**config.mk**
```make
export PLATFORM = sky130hd
export DESIGN_NAME = eprom_prog_seq
export DESIGN_NICKNAME = d
export VERILOG_FILES = /design/src/rtl/eprom_prog_seq.sv
export SDC_FILE = /design/constraint.sdc
export NUM_CORES = 1
export LEC_CHECK = 0
export CORE_MARGIN = 4
export CORE_UTILIZATION = 45
export CTS_CLUSTER_DIAMETER = 100
export DETAILED_ROUTE_END_ITERATION = 12
export DONT_BUFFER_PORTS = 1
export PLACE_DENSITY = 0.57
export SYNTH_ARGS = -nofsm -noshare
export SYNTH_HDL_FRONTEND = slang
export SYNTH_SLANG_ARGS = --single-unit
```
**constraint.sdc**
```tcl
create_clock -name clk -period 7.51 [get_ports clk]
set_input_delay 1.502 -clock clk [delete_from_list [all_inputs] [get_ports clk]]
set_output_delay 1.502 -clock clk [all_outputs]
set_load 0.05 [all_outputs]
```
**src/rtl/eprom_prog_seq.sv**
```systemverilog
module eprom_prog_seq #(
  parameter int PULSE_CYC  = 12500,
  parameter int NORM_LIMIT = 25,
  parameter int CFG_LIMIT  = 100,
  parameter int MARGIN_MUL = 3,
  parameter int CNT_W      = 8,
  parameter logic [15:0] CFG_BASE = 16'hFE00,
  parameter logic [15:0] CFG_SKIP = 16'h7FA0
) (
  input  logic        clk,
  input  logic        rst_n,
  input  logic        start,
  input  logic        cfg_mode,
  input  logic [15:0] addr_in,
  input  logic [15:0] data_in,
  output logic        cmd_valid,
  output logic [2:0]  cmd_op,
  output logic [1:0]  cmd_level,
  output logic [15:0] cmd_addr,
  output logic [15:0] cmd_data,
  input  logic        cmd_ack,
  input  logic        cmd_ok,
  output logic        busy,
  output logic        done,
  output logic [1:0]  status
);
  localparam int TMR_W = $clog2(PULSE_CYC + 1);
  localparam int MRG_W = CNT_W + $clog2(MARGIN_MUL + 1);
  localparam logic [2:0] OP_LVL = 3'd1, OP_BLANK = 3'd2, OP_PULSE = 3'd3, OP_VER = 3'd4;
  localparam logic [1:0] LV_MIN = 2'd0, LV_PROG = 2'd1, LV_MAX = 2'd2;
  localparam logic [1:0] ST_OK = 2'd0, ST_BLANK_BAD = 2'd1, ST_UNABLE = 2'd2, ST_VLIM = 2'd3;

  typedef enum logic [3:0] {
    S_IDLE, S_SETMIN0, S_BLANK, S_SETPROG, S_PULSE, S_VERP, S_MARGIN,
    S_SETMAX, S_VERMAX, S_SETMIN1, S_VERMIN, S_NEXT, S_DONE
  } state_t;

  state_t            state;
  logic              cfg_r;
  logic [15:0]       addr_r, data_r;
  logic [3:0]        off;
  logic [CNT_W-1:0]  cnt;
  logic [MRG_W-1:0]  mrg;
  logic [TMR_W-1:0]  tmr;
  logic [1:0]        status_r, lvl_r;

  wire pulse_st  = (state == S_PULSE) || (state == S_MARGIN);
  wire pulse_end = pulse_st && (tmr == TMR_W'(PULSE_CYC));
  wire limit_hit = cfg_r ? (cnt >= CNT_W'(CFG_LIMIT)) : (cnt > CNT_W'(NORM_LIMIT));

  always_comb begin
    case (state)
      S_SETMIN0, S_SETPROG, S_SETMAX, S_SETMIN1: cmd_op = OP_LVL;
      S_BLANK:                                   cmd_op = OP_BLANK;
      S_PULSE, S_MARGIN:                         cmd_op = OP_PULSE;
      S_VERP, S_VERMAX, S_VERMIN:                cmd_op = OP_VER;
      default:                                   cmd_op = 3'd0;
    endcase
  end

  assign cmd_level = (state == S_SETPROG) ? LV_PROG : (state == S_SETMAX) ? LV_MAX : LV_MIN;
  assign cmd_valid = pulse_st ? !pulse_end : (cmd_op != 3'd0);
  assign cmd_addr  = cfg_r ? (CFG_BASE + {12'd0, off}) : addr_r;
  assign cmd_data  = cfg_r ? 16'h0000 : data_r;
  assign busy      = (state != S_IDLE);
  assign done      = (state == S_DONE);
  assign status    = status_r;

  always_ff @(posedge clk or negedge rst_n) begin
    if (!rst_n) begin
      state <= S_IDLE; cfg_r <= 1'b0; addr_r <= '0; data_r <= '0; off <= '0;
      cnt <= '0; mrg <= '0; tmr <= '0; status_r <= ST_OK; lvl_r <= LV_MIN;
    end else begin
      if (cmd_valid && cmd_op == OP_LVL && cmd_ack) lvl_r <= cmd_level;
      case (state)
        S_IDLE: if (start) begin
          cfg_r <= cfg_mode; addr_r <= addr_in; data_r <= data_in; off <= '0;
          state <= S_SETMIN0;
        end
        S_SETMIN0: begin
          cnt <= '0;
          if (cmd_ack) state <= S_BLANK;
        end
        S_BLANK: if (cmd_ack) begin
          if (cmd_ok) state <= S_SETPROG;
          else begin status_r <= ST_BLANK_BAD; state <= S_DONE; end
        end
        S_SETPROG: if (cmd_ack) begin tmr <= '0; state <= S_PULSE; end
        S_PULSE: if (pulse_end) begin
          tmr <= '0; cnt <= cnt + 1'b1; state <= S_VERP;
        end else tmr <= tmr + 1'b1;
        S_VERP: if (cmd_ack) begin
          if (cmd_ok) begin
            if (cfg_r) state <= S_SETMAX;
            else begin
              mrg <= MRG_W'(cnt) * MRG_W'(MARGIN_MUL); tmr <= '0; state <= S_MARGIN;
            end
          end else if (limit_hit) begin
            status_r <= ST_UNABLE; state <= S_DONE;
          end else state <= S_PULSE;
        end
        S_MARGIN: if (pulse_end) begin
          tmr <= '0; mrg <= mrg - 1'b1;
          if (mrg == MRG_W'(1)) state <= S_SETMAX;
        end else tmr <= tmr + 1'b1;
        S_SETMAX:  if (cmd_ack) state <= S_VERMAX;
        S_VERMAX:  if (cmd_ack) begin
          if (cmd_ok) state <= S_SETMIN1;
          else begin status_r <= ST_VLIM; state <= S_DONE; end
        end
        S_SETMIN1: if (cmd_ack) state <= S_VERMIN;
        S_VERMIN:  if (cmd_ack) begin
          if (!cmd_ok) begin status_r <= ST_VLIM; state <= S_DONE; end
          else if (cfg_r) state <= S_NEXT;
          else begin status_r <= ST_OK; state <= S_DONE; end
        end
        S_NEXT: if (off == 4'hF) begin
          status_r <= ST_OK; state <= S_DONE;
        end else begin
          off <= off + 1'b1;
          if (!CFG_SKIP[off + 1'b1]) state <= S_SETMIN0;
        end
        S_DONE: state <= S_IDLE;
        default: state <= S_IDLE;
      endcase
    end
  end

  AST_PULSE_AT_PROG: assert property (@(posedge clk) disable iff (!rst_n)
    (cmd_valid && cmd_op == OP_PULSE) |-> (lvl_r == LV_PROG));
  AST_NORM_LIMIT: assert property (@(posedge clk) disable iff (!rst_n)
    (busy && !cfg_r) |-> (cnt <= CNT_W'(NORM_LIMIT + 1)));
  AST_CFG_LIMIT: assert property (@(posedge clk) disable iff (!rst_n)
    (busy && cfg_r) |-> (cnt <= CNT_W'(CFG_LIMIT)));
  AST_CFG_NO_MARGIN: assert property (@(posedge clk) disable iff (!rst_n)
    cfg_r |-> (state != S_MARGIN));
  AST_CFG_ADDR_LEGAL: assert property (@(posedge clk) disable iff (!rst_n)
    (cfg_r && cmd_valid) |-> !CFG_SKIP[cmd_addr[3:0]]);
  AST_DONE_SINGLE: assert property (@(posedge clk) disable iff (!rst_n)
    done |=> !done);
  AST_BUSY_HOLD: assert property (@(posedge clk) disable iff (!rst_n)
    (busy && !done) |=> busy);
  AST_ADDR_STABLE: assert property (@(posedge clk) disable iff (!rst_n)
    (cmd_valid && !cfg_r && $past(cmd_valid)) |-> $stable(cmd_addr));
endmodule

```
[Word level (Yosys, flattened, before mapping)]
Memories as Yosys holds them, arrays and structs flattened.
Index checks and enable logic that the tools add are counted.
Storage, ports and cells
  register bits after elaboration: 75
  ROM bits: 64
  input bits: 38
  output and inout port bits: 42
  logic and storage cells: 133
  memories: 2
Memory list
  (no name shown): depth 16, bits a word 3, rd ports 1, clocked after memory_dff 0, wr ports 0, line 52  | case (state)
  (no name shown): depth 16, bits a word 1, rd ports 1, clocked after memory_dff 0, wr ports 0, line 121  | if (!CFG_SKIP[off + 1'b1]) state <= S_SETMIN0;
Cells by class
  $add $sub $neg: 5
  multiply operators: 1
  magnitude comparators: 3
  equality and inequality tests: 37
  muxes and demuxes: 57
  reduce and logical (&&, ||, !) cells: 19
Operators with widths (number)
  2-to-1 mux 4 bit: 19
  2-to-1 mux 14 bit: 5
  one-hot mux 4 bit (12 select lines): 1
  one-hot mux 14 bit (3 select lines): 1
  2-to-1 mux 10 bit: 4
  inequality test 2 bit (second input constant): 19
  2-to-1 mux 16 bit: 2
  2-to-1 mux 2 bit: 13
  equality test 4 bit (second input constant): 6
  one-hot mux 10 bit (2 select lines): 1
  equality test 4 x 3 -> 1 bit (second input constant): 4
  one-hot mux 8 bit (2 select lines): 1
  adder 14 x 1 -> 14 bit (second input constant): 1
  equality test 14 bit (second input constant): 1
  AND reduction 13 bit: 1
  adder 10 x 5 -> 11 bit (first input constant): 1
  AND reduction 11 bit: 1
  equality test 10 x 1 -> 1 bit (second input constant): 1
  multiplier 8 x 2 -> 10 bit (second input constant): 1
  one-hot mux 2 bit (5 select lines): 1
  AND reduction 5 bit: 2
  subtractor 10 x 1 -> 10 bit (second input constant): 1
  2-to-1 mux 3 bit: 3
  adder 8 x 1 -> 8 bit (second input constant): 1
  other kinds (22): 31

[Logic depth before layout (Yosys ltp)]
  depth in word-level cells: 6
  mapped depth: 10
  depth with buffers taken out: 9

[Least setup slack after synthesis]
Ideal clock, no wire load.
  kind: register to output
  start point: reg state[2]
  end point: out cmd_op[1]
  arrival: 2.180 ns
  required time: 6.008 ns
  slack: 3.828 ns
  cell stages (with the launch flop): 6
  path buffers: 3
  cells stage by stage: dfrtp_1 -> clkbuf_1 -> clkbuf_1 -> clkbuf_1 -> nor2_1 -> nor3_1
On the way
  word-level cells in the longest chain between the ends: 1
Ends and longest elaborated chain
  from (decl): line 38  | state_t state;
  from (signal assigned): line 71  | state <= S_IDLE; cfg_r <= 1'b0; addr_r <= '0; data_r <= '0; off <= '0;
  from (signal assigned): line 78  | state <= S_SETMIN0;
  from (signal assigned): line 82  | if (cmd_ack) state <= S_BLANK;
  memory (16 x 3 bit)
  to (decl): line 17  | output logic [2:0] cmd_op,
No other way between the ends.

[Worst setup path after layout]
  start point: reg tmr[11]
  end point: out cmd_valid
On the way
  word-level cells in the longest chain between the ends: 4
Ends and longest elaborated chain
  from (decl): line 44  | logic [TMR_W-1:0] tmr;
  from (signal assigned): line 91  | end else tmr <= tmr + 1'b1;
  from (signal assigned): line 105  | end else tmr <= tmr + 1'b1;
  equality test 14 bit: line 48  | wire pulse_end = pulse_st && (tmr == TMR_W'(PULSE_CYC));
  logical AND 1 bit: line 48
  zero test 1 bit: line 62  | assign cmd_valid = pulse_st ? !pulse_end : (cmd_op != 3'd0);
  2-to-1 mux 1 bit: line 62
  to (decl): line 16  | output logic cmd_valid,
No other way between the ends.

==> impl_metrics.toml <==
[cts]
clock_sinks = 75
cts_hold_buffers = 0
numCtsBuffers = 9
cts_setup_buffers = 0
cts_resized = 0
path_clk_slew_ps = 80
clk_path_buf_depth = 2
clk-insertion-delay-late_ps = 350
cts_tree = "done"
root_buffer = "clkbuf_8"
cts_htree_levels = 3

[critical_path]
reg2regPathDepth = 5
critical-path-max-stage-delay_ps = 640
critPathMaxFanout = 6
cpMaxStageDelayCell = "or4_1"
cp.arrival_ps = 2530
r2r-end = "state[3]"
worst-r2r-setup-slack_ps = 4700
end_kind = "output port"
start_kind = "flop"
rr_startpoint = "tmr[11]"
critPathKind = "reg -> out"
cp.required_ps = 6010
worstPathCellList = "or4b_1 > or4_1 > nor2_1 > o21ai_0 > o211a_1"

[run_status]
status = "complete, no violations"

[place]
io_buffers = 0
gp_congestion = 0.861
hpwl_mm = 7.57
place_inst = 628
dpl_cell_area_um2 = 4810

[pwr]
p_leak_nw = 2.16
swShare_pct = 50.2
internal_power_w = 0.00108
net-switching-power_w = 0.00109
seqPwrFrac_pct = 33.6
p_per_area_nw_per_um2 = 432
clkPwrFrac_pct = 16.4
peakVddDrop_mv = 0.326
power_frac_comb_pct = 50.0

[cells_and_area]
fin_area_um2 = 5030
drive_gt1_share_pct = 14.8
num_antenna_cells = 0
layout_common_cells = "dfrtp_1, o21ai_0, nor2_1, mux2_2, a21oi_1"
syn_to_final_growth_pct = 6.74
final_common_cell = "dfrtp_1"
final-instance-count-excl-fill = 644
num-nets-final = 568

[timing]
hold_violations = 0
fin_skew_ps = 7.11
fmax_mhz = 248
tightest_slew_ps = 1010
drv_slew = 0
fin_worst_hold_slack_ps = 501
rsz0062_at_grt = "no"
slew_headroom_pct = 32.2
timing.final.crit_share_pct = 53.7
setup_tns_ps = 0
fin_crit_ps = 4030
setup_viol = 0

[route]
routed_wire_length_per_instance_um = 16.5
drt_iter0_drc = 151
ant_nets = 0
vias = 3626
drt_wl_total_mm = 10.6
drc = 0
routed_via_density = 5.63
drtPass1Iterations = 5

[die]
die_h_um = 110
ioPinCount = 80
die-area_um2 = 12200
core_um2 = 10300
rows = 37
start_util_pct = 45.9
die-width_um = 110

[synth]
synthSimpleGateAreaFrac_pct = 20.2
ys_ff_latch = 75
async_reset_ff_share_pct = 100
synth_fa_ha_area_share_pct = 7.32
synthesis.nets = 581
synth_area_um2 = 4720
synth_flop_cell = "dfrtp_1"
synth-xor-area-share_pct = 1.67
synth-seq-area-share_pct = 39.8
synth_top_family_by_area = "simple AND/OR/NAND/NOR gates"
synthMuxAreaShare_pct = 10.0
synthCells = 516
synth_compound_area_share_pct = 16.7
synth_area_per_cell_um2 = 9.14
yosysWarnings = 0
synth_cell_type_count = 57
synth_edf_count = 0

[global_routing]
overflow = 0
grt_pass1_wl_mm = 17.5
grt_start_max_net_pins = 76
grtUsageTotal_pct = 18.4
antenna_found_initial = 0
grt_pass1_vias = 3484

[worst_hold_path]
min_to = "data_r[8]"
hold_depth = 1
min_path_type = "reg -> reg"
hold_start = "data_r[8]"

[job]
cap_viol_max_count = 0
[metrics by stage]
step	total power [W]	worst slack, ps	utilization, %
after floorplan	0.00168	3830	-
after global placement	0.00182	3870	46.8
after CTS	0.00220	3460	49.0
after global routing	0.00233	3370	49.0
final	0.00217	3480	49.0
after detailed placement	0.00183	3860	46.8
[synthesized netlist by cell type, types with 4 or more instances]
master     n  area share, %
o31ai_1    4           0.64
nor3_1    11            1.2
o21ai_0   42            4.5
xnor2_1    7            1.3
or2_2     11            1.5
nor2b_1   30            4.0
nor2_1    40            3.2
nand2_1   32            2.5
clkbuf_1  24            1.9
nand4_1    6           0.80
o22ai_1    6           0.80
and2_1     5           0.66
a21oi_1   35            3.7
inv_1     25            2.0
ha_1      26            6.9
a31oi_1    7           0.93
and3_1     6           0.80
a21o_1     5           0.80
dfrtp_1   75             40
nand3_1   17            1.8
nand2b_1   9            1.2
mux2_2    40            9.6
[registers in the layout (all words and copies together) (netlist names)]
name and count:
addr_r 16, cfg_r 1, cnt 8, data_r 16
mrg 10, off 4, state 4, status 2
tmr 14
[how the worst max path moves through the flow]
stage,start,endpoint,slack [ps],depth (start not counted)
after floorplan,state[2],cmd_op[1],3830,5
after global placement,tmr[10],cmd_valid,3870,5
after detailed placement,tmr[11],cmd_valid,3860,5
after CTS,tmr[11],cmd_valid,3460,5
after global routing,tmr[5],cmd_valid,3370,5
final,tmr[11],cmd_valid,3480,5
[cells by family (layout without fill, tap and decap cells)]
| logic type | Yosys count | count (layout) |
|---|---|---|
| xor gates and xnor gates | 9 | 9 |
| and+or+nand+nor | 181 | 181 |
| buffers and inverters | 53 | 45 |
| adders and majority gates | 27 | 27 |
| AOI/OAI and AO/OA | 129 | 129 |
| muxes | 42 | 42 |
| DFF | 75 | 75 |
[area by class of cell]
class                      count  area [um2]
inverter                      25        93.8
multi-input combinational    388        2640
timing repair buffer           4        30.0
sequential                    75        1880
tap                          136         170
clock inverter                 5        85.1
fill                        1005        5240
clock buffer                  11         141
[power by group through the flow]
stage          combinational [W]  sequential (W)  clock (W)
2_1_floorplan            0.00104        0.000647          0
3_3_place_gp             0.00109        0.000729          0
3_5_place_dp             0.00109        0.000738          0
4_1_cts                  0.00110        0.000731   0.000369
5_1_grt                  0.00118        0.000760   0.000386
6_report                 0.00109        0.000731   0.000356
[routing by layer]
layer / vias up / share of wire [%] / global-route usage (%)
li1: 1788 / - / -
met1: 1737 / 47 / 25.7
met2: 89 / 46 / 27.9
met3: 12 / 5.8 / 4.43
met4: 0 / 1.5 / 6.60
met5: - / 0 / 0
[worst max-delay path: cells and delay by family, from the launching register on]
kind / cells / cell delay, ps
AND/OR/NAND/NOR: 3 / 1300
AO/OA/AOI/OAI: 2 / 450
flip-flops: 1 / 430
Power figures use the tool's default switching activity.
